File: src/rtl/clock_sel_pkg.sv
// Shared types for the clock victim selector.
package clock_sel_pkg;
    typedef enum logic [0:0] {
        ST_IDLE = 1'b0,
        ST_SCAN = 1'b1
    } scan_state_e;
endpackage

File: src/rtl/clock_frame_table.sv
// Per-frame used and dirty bits.
// Assumes: at most one reference and one sweep clear per cycle.
// A reference beats a clear on the same frame.
module clock_frame_table #(
    parameter int N  = 16,
    parameter int IW = $clog2(N)
) (
    input  logic          clk,
    input  logic          rst_n,
    input  logic          ref_valid,
    input  logic [IW-1:0] ref_idx,
    input  logic          ref_write,
    input  logic          clr_valid,
    input  logic [IW-1:0] clr_idx,
    output logic [N-1:0]  used_vec,
    output logic [N-1:0]  dirty_vec
);
    for (genvar g = 0; g < N; g++) begin : g_frame
        logic hit_ref;
        logic hit_clr;
        assign hit_ref = ref_valid && (ref_idx == IW'(g));
        assign hit_clr = clr_valid && (clr_idx == IW'(g));

        // Used bit: set by a reference, cleared by the sweep, reference first.
        always_ff @(posedge clk) begin
            if (!rst_n)       used_vec[g] <= 1'b0;
            else if (hit_ref) used_vec[g] <= 1'b1;
            else if (hit_clr) used_vec[g] <= 1'b0;
        end

        // Dirty bit: sticky once written.
        always_ff @(posedge clk) begin
            if (!rst_n)                     dirty_vec[g] <= 1'b0;
            else if (hit_ref && ref_write)  dirty_vec[g] <= 1'b1;
        end
    end
endmodule

File: src/rtl/clock_hand.sv
// Circular pointer over N frames.
// A load places the hand one past the loaded index; an advance steps it by one.
module clock_hand #(
    parameter int N  = 16,
    parameter int IW = $clog2(N)
) (
    input  logic          clk,
    input  logic          rst_n,
    input  logic          adv,
    input  logic          load,
    input  logic [IW-1:0] load_idx,
    output logic [IW-1:0] hand
);
    localparam logic [IW-1:0] LAST = IW'(N - 1);

    function automatic logic [IW-1:0] wrap_inc(input logic [IW-1:0] v);
        return (v == LAST) ? '0 : v + 1'b1;
    endfunction

    // Hand register: load takes priority over advance.
    always_ff @(posedge clk) begin
        if (!rst_n)    hand <= '0;
        else if (load) hand <= wrap_inc(load_idx);
        else if (adv)  hand <= wrap_inc(hand);
    end
endmodule

File: src/rtl/clock_sweep_ctrl.sv
// Sweep controller. It examines the frame under the hand once per cycle and
// clears passed used bits. In clean-preferring mode it records a fallback
// frame and ends after 2N examinations. Assumes the frame table applies a
// reference ahead of a clear.
module clock_sweep_ctrl
    import clock_sel_pkg::*;
#(
    parameter int N  = 16,
    parameter int IW = $clog2(N)
) (
    input  logic          clk,
    input  logic          rst_n,
    input  logic          req_valid,
    input  logic          prefer_clean,
    input  logic          ref_valid,
    input  logic [IW-1:0] ref_idx,
    input  logic [IW-1:0] hand,
    input  logic [N-1:0]  used_vec,
    input  logic [N-1:0]  dirty_vec,
    output logic          adv,
    output logic          load,
    output logic [IW-1:0] load_idx,
    output logic          clr_valid,
    output logic [IW-1:0] clr_idx,
    output logic          busy,
    output logic          done,
    output logic [IW-1:0] victim_idx,
    output logic          victim_dirty
);
    localparam int CW = $clog2(2 * N + 1);
    localparam logic [CW-1:0] LAST_STEP = CW'(2 * N - 1);

    scan_state_e   state;
    logic          mode_clean;
    logic          fb_only;
    logic          fb_valid;
    logic [IW-1:0] fb_idx;
    logic [CW-1:0] step_cnt;

    logic          ref_hit, cur_used, cur_dirty, scanning;
    logic          pick_cur, last_step, finish, fin_dirty, take_fb_here;
    logic [IW-1:0] fin_idx;

    // Examine the frame under the hand.
    always_comb begin
        scanning     = (state == ST_SCAN);
        ref_hit      = ref_valid && (ref_idx == hand);
        cur_used     = used_vec[hand] || ref_hit;
        cur_dirty    = dirty_vec[hand];
        pick_cur     = 1'b0;
        if (scanning) begin
            if (mode_clean && !fb_only) pick_cur = !cur_used && !cur_dirty;
            else                        pick_cur = !cur_used;
        end
        last_step    = scanning && mode_clean && !fb_only && (step_cnt == LAST_STEP);
        take_fb_here = !fb_valid && !cur_used;
        finish       = 1'b0;
        fin_idx      = hand;
        fin_dirty    = cur_dirty;
        if (pick_cur) begin
            finish = 1'b1;
        end else if (last_step && fb_valid) begin
            finish    = 1'b1;
            fin_idx   = fb_idx;
            fin_dirty = dirty_vec[fb_idx];
        end else if (last_step && take_fb_here) begin
            finish = 1'b1;
        end
    end

    // Drive the hand and the used-bit clear.
    always_comb begin
        load      = finish;
        load_idx  = fin_idx;
        adv       = scanning && !finish;
        clr_valid = scanning && !ref_hit && !(finish && fin_idx == hand);
        clr_idx   = hand;
    end

    // Sweep state, step count and fallback record.
    always_ff @(posedge clk) begin
        if (!rst_n) begin
            state      <= ST_IDLE;
            mode_clean <= 1'b0;
            fb_only    <= 1'b0;
            fb_valid   <= 1'b0;
            fb_idx     <= '0;
            step_cnt   <= '0;
        end else if (state == ST_IDLE) begin
            if (req_valid) begin
                state      <= ST_SCAN;
                mode_clean <= prefer_clean;
                fb_only    <= 1'b0;
                fb_valid   <= 1'b0;
                step_cnt   <= '0;
            end
        end else begin
            if (finish) begin
                state <= ST_IDLE;
            end else begin
                if (step_cnt != LAST_STEP) step_cnt <= step_cnt + 1'b1;
                if (last_step) fb_only <= 1'b1;
                if (mode_clean && take_fb_here) begin
                    fb_valid <= 1'b1;
                    fb_idx   <= hand;
                end
            end
        end
    end

    // Result registers and the done pulse.
    always_ff @(posedge clk) begin
        if (!rst_n) begin
            done         <= 1'b0;
            victim_idx   <= '0;
            victim_dirty <= 1'b0;
        end else begin
            done <= finish;
            if (finish) begin
                victim_idx   <= fin_idx;
                victim_dirty <= fin_dirty;
            end
        end
    end

    assign busy = scanning;
endmodule

File: src/rtl/clock_victim_sel.sv
// Top: clock page replacement selector. Joins the frame table, the hand
// and the sweep controller. Assumes N >= 2.
module clock_victim_sel #(
    parameter int N  = 16,
    parameter int IW = $clog2(N)
) (
    input  logic          clk,
    input  logic          rst_n,
    input  logic          ref_valid,
    input  logic [IW-1:0] ref_idx,
    input  logic          ref_write,
    input  logic          req_valid,
    input  logic          prefer_clean,
    output logic          busy,
    output logic          done,
    output logic [IW-1:0] victim_idx,
    output logic          victim_dirty,
    output logic [IW-1:0] hand_idx,
    output logic [N-1:0]  used_vec,
    output logic [N-1:0]  dirty_vec
);
    logic          adv, load, clr_valid;
    logic [IW-1:0] load_idx, clr_idx;

    clock_frame_table #(.N(N), .IW(IW)) u_table (
        .clk(clk), .rst_n(rst_n),
        .ref_valid(ref_valid), .ref_idx(ref_idx), .ref_write(ref_write),
        .clr_valid(clr_valid), .clr_idx(clr_idx),
        .used_vec(used_vec), .dirty_vec(dirty_vec)
    );

    clock_hand #(.N(N), .IW(IW)) u_hand (
        .clk(clk), .rst_n(rst_n),
        .adv(adv), .load(load), .load_idx(load_idx), .hand(hand_idx)
    );

    clock_sweep_ctrl #(.N(N), .IW(IW)) u_ctrl (
        .clk(clk), .rst_n(rst_n),
        .req_valid(req_valid), .prefer_clean(prefer_clean),
        .ref_valid(ref_valid), .ref_idx(ref_idx),
        .hand(hand_idx), .used_vec(used_vec), .dirty_vec(dirty_vec),
        .adv(adv), .load(load), .load_idx(load_idx),
        .clr_valid(clr_valid), .clr_idx(clr_idx),
        .busy(busy), .done(done),
        .victim_idx(victim_idx), .victim_dirty(victim_dirty)
    );
endmodule

File: config.mk
export PLATFORM = sky130hd
export DESIGN_NAME = clock_victim_sel
export DESIGN_NICKNAME = d
export VERILOG_FILES = /design/src/rtl/clock_sel_pkg.sv /design/src/rtl/clock_frame_table.sv /design/src/rtl/clock_hand.sv /design/src/rtl/clock_sweep_ctrl.sv /design/src/rtl/clock_victim_sel.sv
export SDC_FILE = /design/constraint.sdc
export NUM_CORES = 1
export LEC_CHECK = 0
export BUFFER_PORTS_ARGS = -buffer_cell sky130_fd_sc_hd__buf_2
export CAP_MARGIN = 20
export CORE_UTILIZATION = 51
export DETAILED_ROUTE_END_ITERATION = 10
export PLACE_DENSITY = 0.83
export SLEW_MARGIN = 25
export SYNTH_ARGS = -nofsm -noshare
export SYNTH_HDL_FRONTEND = slang
export SYNTH_SLANG_ARGS = --single-unit
File: constraint.sdc
create_clock -name clk -period 2.97 [get_ports clk]
set_clock_uncertainty 0.15 [all_clocks]
set_input_delay 0.4455 -clock clk [delete_from_list [all_inputs] [get_ports clk]]
set_output_delay 0.4455 -clock clk [all_outputs]
set_load 0.005 [all_outputs]
==> results.md, run 1 <==
- Status: finished, final reports clean
- DP HPWL: 6150 µm
- Final slew viol count: 0
- Largest net degree at the start of global routing: 31
- Final Total Pwr: 1480 µW
- FFs w/ async S/R, synth: 0%
- Vias after detailed routing: 2,948
- First-pass GRT wire length: 13,500 µm
- DRC Markers: 0
- Simple-gate portion of the synthesized area: 20.4%
- CTS H-tree depth: 2
- Routed WL: 8230 µm
- Reg2reg end: u_hand.hand[0]
- Layout Utilization: 61.5%
- Share of layout cells above drive strength 1: 32.1%
- XOR/XNOR Fraction of Synth Area: 3.17%
- Final Non-Filler Cells: 483
- Worst path cell trace: buf_6 -> mux4_2 -> nor2b_1 -> a31oi_4 -> a41o_2 -> mux2_2 -> ha_1 -> a211oi_1 -> o31a_1
- Via density: 6.10
- Tmin final: 2810 ps
- Worst R2R Setup Slack: 160 ps
- Met2 routed WL: 3970 µm
- Endpoints failing setup: 0
- Mean Syn Cell Area: 9.14 µm²
- Final period utilization: 94.5%
- Chip width: 82.1 µm
- Row Count: 28
- Worst slew margin: 51.9%
- Reg area: 1120 µm²
- Hold endpoint: u_ctrl.mode_clean
- CTS root buffer: clkbuf_8
- Initial antenna violation count: 0
- Post CTS Setup Buffer Count: 0
- CTS tree: done
- HP Start: prefer_clean
- Sequential area share after synthesis: 34.3%
- Die height: 82.1 µm
- Crit. Startpoint: u_hand.hand[1]
- Main combinational cell family by area after synthesis: compound AO/OA/AOI/OAI gates
- Synthesized instance count: 358
- Syn-to-layout area delta: 13.8%
- Number of flops mapped to enable cells by yosys: 0
- Clk_lat worst skew: 320 ps
- Tightest Pin Transition: 719 ps
- DR WL/cell: 17.0 µm
- Fill cells: 529
- Initial Util: 54.0%
- M1 wire length: 3720 µm
- Crit-path max cell delay: 500 ps
- Hold Vio Cnt, Final: 0
- Prevailing post-synth register cell: dfxtp_1
- Worst hold path depth: 3
- CTS clock-pin slew for the worst setup and hold paths: 110 ps
- Clk sinks: 56
- Fin Setup TNS: 0 ps
- Post-CTS Hold Fix Bufs: 0
- 1st-pass router iterations: 5
- Post-synthesis compound-gate area fraction: 21.8%
- Antenna-violating nets left: 0
- Synth cell types: 59
- R2R Path Start: u_hand.hand[1]
- Post-Syn Area: 3270 µm²
- Crit end category: flip-flop
- Max Root-Sink Buffers: 2
- R2R depth: 9
- Starting DRT DRC Count: 147
- Total Routing Usage GR: 26.3%
- Die area: 6740 µm²
- Final Wtd Congestion: 0.921
- Antenna cells: 0
- Pwr Density: 398 nW/µm²
- Type of the tightest min-delay check: input pin to flip-flop
- Arr. time, crit path: 2920 ps
- Max VDD drop: 276 µV
- Worst Path Max Fanout: 8
- Final #Nets: 423
- Adder-cell share of the synthesized area: 2.29%
- I/O Pins: 53
- Core Region: 6060 µm²
- CTS resizes: 0
- Mux share of post-synthesis cell area: 12.8%
- Area of the multi-input gates: 1980 µm²
- Startpoint Class: flip-flop
- Required @ worst endpoint: 3090 ps
- Critical-path top delay cell: mux4_2
- F_max: 356 MHz
- Max Cap Viol: 0
- RSZ-0062 raised after global routing: false
- Syn nets: 374
- Met3 wire len: 470 µm
- PortBufs: 52
- Vias in the first global route: 2,708
- CTS buffer count: 5
- Top layer reached by signal wires: met4
- Dpl cells: 475
- Yosys reg bits: 56
- Setup CP Type: flip-flop to flip-flop
- Grt ovf: 0
- Yosys warns: 0
- Leakage: 0.00142 µW
==> flip-flops by register name (all words and copies together), names as in the netlist, 4 cells and up <==
signal	count
u_table.used_vec	16
u_ctrl.step_cnt	6
u_table.dirty_vec	16
u_hand.hand	4
u_ctrl.victim_idx	4
u_ctrl.fb_idx	4
==> cell usage in the layout, fill, tap and decap left out, types with 2 or more instances in the layout <==
cell      count
nand2b_1      2
o21ai_0      12
a31oi_1      11
nand2_1      34
clkbuf_8      5
dfxtp_2       3
nand4_1      12
mux4_2        9
xor2_1        4
buf_6         2
a32oi_1       3
nor2b_1       8
a41oi_4       2
buf_2        52
mux2i_1       7
and2_1        7
a22o_1        2
buf_4        17
mux4_1        2
o21ai_2      10
nor2_1       38
a21oi_1      19
nand3_1      18
a211oi_1      4
a41oi_1       7
dfxtp_1      53
mux2_2        6
xnor2_1       6
and3_1        3
inv_1         5
ha_1          6
a21oi_2      10
==> Yosys cell counts (2+ instances only) <==
| master | instances | share of area, % |
|---|---|---|
| mux2_2 | 6 | 2.1 |
| dfxtp_1 | 56 | 34 |
| a41oi_4 | 2 | 1.7 |
| buf_1 | 4 | 0.46 |
| mux4_1 | 2 | 1.6 |
| and2_1 | 7 | 1.3 |
| a211oi_1 | 4 | 0.92 |
| a21oi_1 | 19 | 2.9 |
| a22o_1 | 2 | 0.54 |
| mux4_2 | 9 | 6.2 |
| nand2_1 | 34 | 3.9 |
| buf_6 | 3 | 1.0 |
| clkbuf_1 | 15 | 1.7 |
| nand2b_1 | 2 | 0.38 |
| nor2_1 | 38 | 4.4 |
| xor2_1 | 4 | 1.1 |
| o21ai_0 | 12 | 1.8 |
| inv_1 | 5 | 0.57 |
| nor2b_1 | 8 | 1.5 |
| and3_1 | 3 | 0.57 |
| nand3_1 | 18 | 2.8 |
| a41oi_1 | 7 | 1.9 |
| buf_2 | 5 | 0.76 |
| ha_1 | 6 | 2.3 |
| mux2i_1 | 7 | 2.1 |
| a21oi_2 | 10 | 2.7 |
| o21ai_2 | 10 | 2.7 |
| a32oi_1 | 3 | 0.80 |
| nand4_1 | 12 | 2.3 |
| xnor2_1 | 6 | 1.6 |
| a31oi_1 | 11 | 2.1 |
==> worst max-delay path: cells and delay by family, from the launching register on <==
family	cells	cell delay [ps]
and+or+nand+nor	1	170
buffers and inverters	1	150
muxes	2	860
adders and majority gates	1	240
AOI/OAI and AO/OA	4	810
DFF	1	370
==> per-layer routing <==
layer	GRT usage, %	up-vias
met3	4.07	10
met4	5.79	0
li1	-	1400
met5	0	-
met2	42.1	111
met1	37.1	1427
==> worst max path at each step <==
| stage | depth (start not counted) | endpoint |
|---|---|---|
| 2_1_floorplan | 9 | u_hand.hand[0] |
| 4_1_cts | 9 | u_hand.hand[0] |
| 5_1_grt | 9 | u_hand.hand[3] |
| 3_3_place_gp | 9 | u_hand.hand[0] |
| 3_5_place_dp | 9 | u_hand.hand[0] |
| 6_report | 9 | u_hand.hand[0] |
==> cell families (layout without fill, tap and decap cells) <==
group,after synthesis,in the layout
flops,56,56
buf+inv,34,84
simple gates,134,134
fa+ha+maj,6,6
compound gates,91,91
xor+xnor,11,11
mux,26,26
==> per-stage QoR <==
step / instance area [µm²] / hold WS, ps / worst slack [ps]
global route: 3720 / 239 / 2.28
detailed placement: 3620 / 297 / 128
floorplan: 3270 / 282 / 114
global placement: 3620 / 285 / 191
CTS: 3710 / 229 / 104
finish: 3720 / 223 / 162
==> area by class of cell <==
cell class	instances	share of cell area (%)
Clock buffer	5	1.85
Clock inverter	3	0.739
Inverter	5	0.504
Multi-Input combinational cell	268	53.2
Sequential cell	56	30.2
Tap cell	75	2.52
Timing Repair Buffer	71	11.0
==> power by group <==
part | switching [µW] | leakage (µW) | internal (µW)
Sequential | 20.6 | 0.000455 | 769
Clock | 278 | 0.0000463 | 174
Combinational | 146 | 0.000921 | 92.9
No activity file was read; power rests on OpenSTA's default activity.
==> inputs of run 2 (changes only) <==
--- a/config.mk
+++ b/config.mk
@@ -5,11 +5,12 @@
 export SDC_FILE = /design/constraint.sdc
 export NUM_CORES = 1
 export LEC_CHECK = 0
+export ABC_CLOCK_PERIOD_IN_PS = 2900
 export BUFFER_PORTS_ARGS = -buffer_cell sky130_fd_sc_hd__buf_2
 export CAP_MARGIN = 20
-export CORE_UTILIZATION = 51
+export CORE_UTILIZATION = 57
 export DETAILED_ROUTE_END_ITERATION = 10
-export PLACE_DENSITY = 0.83
+export PLACE_DENSITY = 0.87
 export SLEW_MARGIN = 25
 export SYNTH_ARGS = -nofsm -noshare
 export SYNTH_HDL_FRONTEND = slang
==> constraint.sdc (replaced) <==
create_clock -name clk -period 2.9 [get_ports clk]
set_clock_uncertainty 0.15 [all_clocks]
set_input_delay 0.435 -clock clk [delete_from_list [all_inputs] [get_ports clk]]
set_output_delay 0.435 -clock clk [all_outputs]
set_load 0.005 [all_outputs]
==> results.md, run 2 (synthesis gave the netlist of run 1 again) <==
- Largest net degree at the start of global routing: 50 (+61%)
- DR WL/cell: 17.7 µm (+4.1%)
- Pwr Density: 445 nW/µm² (+12%)
- Worst R2R Setup Slack: 110 ps (-50 ps)
- RSZ-0062 raised after global routing: false
- Max VDD drop: 244 µV (-12%)
- DP HPWL: 6070 µm (-1.2%)
- Biggest regs: u_table.dirty_vec (16), u_table.used_vec (16), u_ctrl.step_cnt (6)
- Hold endpoint: u_ctrl.mode_clean
- Vias in the first global route: 2,862 (+5.7%)
- HP Start: prefer_clean
- CTS tree: done
- Required @ worst endpoint: 2980 ps (-110 ps)
- F_max: 359 MHz (+0.69%)
- Antenna-violating nets left: 0 (unchanged)
- Routed WL: 8500 µm (+3.2%)
- Grt ovf: 0 (unchanged)
- Die area: 6050 µm² (-10%)
- Hold Vio Cnt, Final: 0 (unchanged)
- Final worst setup slack: 111 ps (-50.8 ps)
- Worst slew margin: 51.1% (-0.78 points)
- Fin Setup TNS: 0 ps (unchanged)
- Worst Path Max Fanout: 12 (+4)
- Reg2reg end: u_hand.hand[1]
- Starting DRT DRC Count: 214 (+46%)
- Clk_lat worst skew: 320 ps (about the same)
- CTS root buffer: clkbuf_8
- Initial antenna violation count: 0 (unchanged)
- Final #Nets: 422 (-0.24%)
- CTS clock-pin slew for the worst setup and hold paths: 110 ps (about the same)
- Most common cell after layout, fill and taps aside: dfxtp_1
- Final Non-Filler Cells: 479 (-0.83%)
- Share of layout cells above drive strength 1: 32.4% (+0.32 points)
- Max Cap Viol: 0 (unchanged)
- Setup CP Type: flip-flop to flip-flop
- Vias after detailed routing: 3,021 (+2.5%)
- Type of the tightest min-delay check: input pin to flip-flop
- Chip width: 77.8 µm (-5.3%)
- Core Region: 5510 µm² (-9.1%)
- DRC Markers: 0 (unchanged)
- Row Count: 27 (-3.6%)
- R2R Path Start: u_hand.hand[1]
- Final Total Pwr: 1670 µW (+13%)
- Dpl cells: 471 (-0.84%)
- Crit end category: flip-flop
- Worst hold path depth: 3 (unchanged)
- Syn-to-layout area delta: 14.8%
- Leakage: 0.00144 µW (+1.2%)
- Die height: 77.8 µm (-5.3%)
- CTS H-tree depth: 2 (unchanged)
- Post-CTS Hold Fix Bufs: 0 (unchanged)
- Most frequent cells in the layout: 53 x dfxtp_1, 52 x buf_2, 38 x nor2_1
- 1st-pass router iterations: 5 (unchanged)
- First-pass GRT wire length: 14,200 µm (+4.8%)
- Via density: 6.31 (+3.3%)
- I/O Pins: 53 (unchanged)
- CTS buffer count: 5 (unchanged)
- Initial Util: 59.4% (+5.4 points)
- Antenna cells: 0 (unchanged)
- Endpoints failing setup: 0 (unchanged)
- Post-Place Worst Slack: 33.0 ps (-94.7 ps)
- Clk sinks: 56 (unchanged)
- Status: finished, final reports clean
- R2R depth: 9 (unchanged)
- Final slew viol count: 0 (unchanged)
- Tmin final: 2790 ps (-19.2 ps)
- Total Routing Usage GR: 29.6% (+3.4 points)
- Startpoint Class: flip-flop
- Final hold slack: 206 ps (-17.0 ps)
- Post CTS Setup Buffer Count: 0 (unchanged)
- Max Root-Sink Buffers: 2 (unchanged)
- Tightest Pin Transition: 732 ps (+12.8 ps)
- Final Wtd Congestion: 0.936 (+1.6%)
- Arr. time, crit path: 2870 ps (-50 ps)
- Final period utilization: 96.2% (+1.6 points)
- PortBufs: 52 (unchanged)
-- run 2: final cells by class --
type	instances	area, µm²
Clock inverter	3	68.8
Sequential cell	56	1120
Tap cell	72	90.1
Inverter	5	18.8
Timing Repair Buffer	70	399
Clock buffer	5	68.8
Multi-Input combinational cell	268	1990
Fill cell	435	1750
-- run 2: metrics by stage --
step / utilization, % / area (µm²)
global route: 68.3 / 3760
detailed placement: 65.5 / 3610
floorplan: - / 3270
global placement: 65.5 / 3610
CTS: 68.0 / 3740
finish: 68.3 / 3760
-- run 2: how the worst max path moves through the flow --
stage / start / cells after the start / slack [ps] / to
2_1_floorplan: u_hand.hand[1] / 9 / 40 / u_hand.hand[0]
4_1_cts: u_hand.hand[1] / 9 / 50 / u_hand.hand[3]
5_1_grt: u_hand.hand[1] / 9 / 30 / u_hand.hand[1]
3_3_place_gp: u_hand.hand[1] / 9 / 150 / u_hand.hand[0]
6_report: u_hand.hand[1] / 9 / 110 / u_hand.hand[1]
3_5_place_dp: u_hand.hand[3] / 9 / 30 / u_hand.hand[0]
-- run 2: timing repair --
item | in CTS | in global routing
gates resized for setup | 1 | 6
setup endpoints to repair | 2 | 3
pin swaps | 0 | 0
-- run 2: per-layer routing --
layer  share of wire [%]  wire (µm)  GRT usage, %
met5                   0          0             0
met4                 1.4        115          9.06
met3                 7.3        620          5.53
met2                  48       4070          48.9
met1                  43       3690          39.2
-- run 2: worst max-delay path, cell delays in order (launching register included) --
cell     delay, ps
dfxtp_2        380
buf_4          190
mux2_2         360
a32oi_1        200
and3_1         230
a41o_2         260
mux2_2         380
ha_2           320
nand2_1         40
a21oi_1        180
-- run 2: power breakdown --
part / internal, µW / switching, µW
registers: 788 / 21.9
clock network: 348 / 267
logic: 95.1 / 151
total: 1230 / 440
==> inputs of run 3 (changes only) <==
--- a/config.mk
+++ b/config.mk
@@ -11,6 +11,7 @@
 export CORE_UTILIZATION = 57
 export DETAILED_ROUTE_END_ITERATION = 10
 export PLACE_DENSITY = 0.87
+export REMOVE_ABC_BUFFERS = 1
 export SLEW_MARGIN = 25
 export SYNTH_ARGS = -nofsm -noshare
 export SYNTH_HDL_FRONTEND = slang
==> results.md, run 3 (synthesis gave the netlist of run 1 again) <==
- Status: finished, final reports clean
- 1st-pass router iterations: 5 (unchanged)
- CTS clock-pin slew for the worst setup and hold paths: 100 ps (about the same)
- CTS H-tree depth: 2 (unchanged)
- DR WL/cell: 17.3 µm (-2.7%)
- Pwr Density: 422 nW/µm² (-5.1%)
- Worst Path Max Fanout: 4 (-8)
- Vias after detailed routing: 3,001 (-0.66%)
- RSZ-0062 raised after global routing: false
- Dpl cells: 473 (+0.42%)
- Layout Utilization: 68.2% (about the same)
- Arr. time, crit path: 2920 ps (+50 ps)
- Worst hold path depth: 3 (unchanged)
- Final #Nets: 425 (+0.71%)
- Die height: 77.8 µm (unchanged)
- Final Wtd Congestion: 0.956 (+2.2%)
- DRC Markers: 0 (unchanged)
- Max VDD drop: 336 µV (+38%)
- Share of layout cells above drive strength 1: 32.4% (about the same)
- Crit-path max cell delay: 480 ps (+100 ps)
- Startpoint Class: flip-flop
- CTS root buffer: clkbuf_8
- Antenna-violating nets left: 0 (unchanged)
- Max Cap Viol: 0 (unchanged)
- Starting DRT DRC Count: 256 (+20%)
- Hold Vio Cnt, Final: 0 (unchanged)
- PortBufs: 52 (unchanged)
- Clk sinks: 56 (unchanged)
- Tmin final: 2810 ps (+21.3 ps)
- Final slew viol count: 0 (unchanged)
- Initial antenna violation count: 0 (unchanged)
- Clk_lat worst skew: 320 ps (about the same)
- Endpoints failing setup: 0 (unchanged)
- Antenna cells: 0 (unchanged)
- Biggest regs: u_table.dirty_vec (16), u_table.used_vec (16), u_ctrl.step_cnt (6)
- Post-CTS Hold Fix Bufs: 0 (unchanged)
- Routed WL: 8320 µm (-2.1%)
- F_max: 356 MHz (-0.76%)
- Type of the tightest min-delay check: input pin to flip-flop
- Final period utilization: 96.9% (+0.74 points)
- Vias in the first global route: 2,777 (-3.0%)
- Leakage: 0.00144 µW (+0.28%)
- Die area: 6050 µm² (unchanged)
- Worst R2R Setup Slack: 90 ps (-20 ps)
- R2R Path Start: u_hand.hand[1]
- Critical-path top delay cell: mux4_2
- Total Routing Usage GR: 29.3% (-0.38 points)
- Fill cells: 432 (-0.69%)
- Via density: 6.23 (-1.3%)
- Chip width: 77.8 µm (unchanged)
- Most common cell after layout, fill and taps aside: dfxtp_1
- Initial Util: 59.4% (unchanged)
- Reg2reg end: u_hand.hand[3]
- R2R depth: 9 (unchanged)
- Worst slew margin: 50.1% (-0.98 points)
- Most frequent cells in the layout: 53 x dfxtp_1, 52 x buf_2, 38 x nor2_1
- DP HPWL: 6180 µm (+1.8%)
- Core Region: 5510 µm² (unchanged)
- First-pass GRT wire length: 13,900 µm (-1.7%)
- Largest net degree at the start of global routing: 31 (-38%)
- Crit path to: u_hand.hand[3]
- Row Count: 27 (unchanged)
- CTS buffer count: 5 (unchanged)
- Required @ worst endpoint: 3010 ps (+30 ps)
- Max Root-Sink Buffers: 2 (unchanged)
- Crit. Startpoint: u_hand.hand[1]
- Final Non-Filler Cells: 482 (+0.63%)
- Grt ovf: 0 (unchanged)
- Syn-to-layout area delta: 14.7% (about the same)
- Tightest Pin Transition: 746 ps (+14.6 ps)
- CTS tree: done
- Setup CP Type: flip-flop to flip-flop
- Worst path cell trace: buf_4 -> mux4_2 -> nor2b_1 -> a31oi_4 -> a41o_2 -> mux2_2 -> ha_1 -> o21ai_0 -> a311o_1
- Crit end category: flip-flop
- I/O Pins: 53 (unchanged)
## run 3: cell count changes in the layout (fill, tap and decap cells not counted), sizes merged
cell and change:
clkbuf +1, buf +3, bufinv -1
## run 3: area by class of cell
| class | count | area, µm² | share of cell area (%) |
|---|---|---|---|
| Inverter | 5 | 18.8 | 0.500 |
| Timing Repair Buffer | 73 | 422 | 11.2 |
| Sequential cell | 56 | 1130 | 30.0 |
| Tap cell | 72 | 90.1 | 2.40 |
| Clock buffer | 6 | 72.6 | 1.93 |
| Clock inverter | 2 | 38.8 | 1.03 |
| Multi-Input combinational cell | 268 | 1990 | 52.9 |
## run 3: worst min-delay path by stage
stage	start	end	slack, ps
after floorplan	u_ctrl.mode_clean	u_ctrl.mode_clean	280
after global placement	u_ctrl.victim_idx[3]	u_ctrl.victim_idx[3]	290
after detailed placement	u_ctrl.victim_idx[3]	u_ctrl.victim_idx[3]	300
after CTS	prefer_clean	u_ctrl.mode_clean	200
after global routing	prefer_clean	u_ctrl.mode_clean	230
final	prefer_clean	u_ctrl.mode_clean	200
## run 3: what timing repair did
item | 4_1_cts | 5_1_grt
resized for setup | 0 | 6
endpoints found under the setup margin | 0 | 10
buffers inserted | 0 | 1
hold endpoints to repair | 0 | 0
## run 3: where the power goes
part / switching [µW] / total (µW) / internal [µW]
combinational: 154 / 253 / 98.4
clock: 262 / 523 / 261
sequential: 21.6 / 809 / 787
## run 3: layer usage
layer	vias up	track usage (%)	share of wire, %
li1	1410	-	-
met2	163	45.6	45
met3	19	6.00	8.6
met4	0	9.43	2.1
met5	-	0	0
met1	1409	40.4	44
## run 3: metrics by stage
step / worst slack, ps / setup TNS [ps] / total power (µW) / cell area (µm²) / hold WS [ps]
2_1_floorplan: -279 / -2610 / 969 / 3120 / 282
3_3_place_gp: 125 / 0 / 1060 / 3620 / 288
3_5_place_dp: 54.7 / 0 / 1070 / 3620 / 298
4_1_cts: 6.69 / 0 / 1580 / 3730 / 205
5_1_grt: 7.70 / 0 / 1640 / 3750 / 232
6_report: 90.1 / 0 / 1580 / 3750 / 203
## run 3: worst max-delay path: cells and delay by family (launching register included)
| kind | cells | cell delay, ps |
|---|---|---|
| multiplexers | 2 | 860 |
| buffers and inverters | 1 | 150 |
| AO/OA/AOI/OAI | 4 | 820 |
| flip-flops | 1 | 370 |
| AND/OR/NAND/NOR | 1 | 170 |
| adder cells (fa/ha/maj) | 1 | 240 |
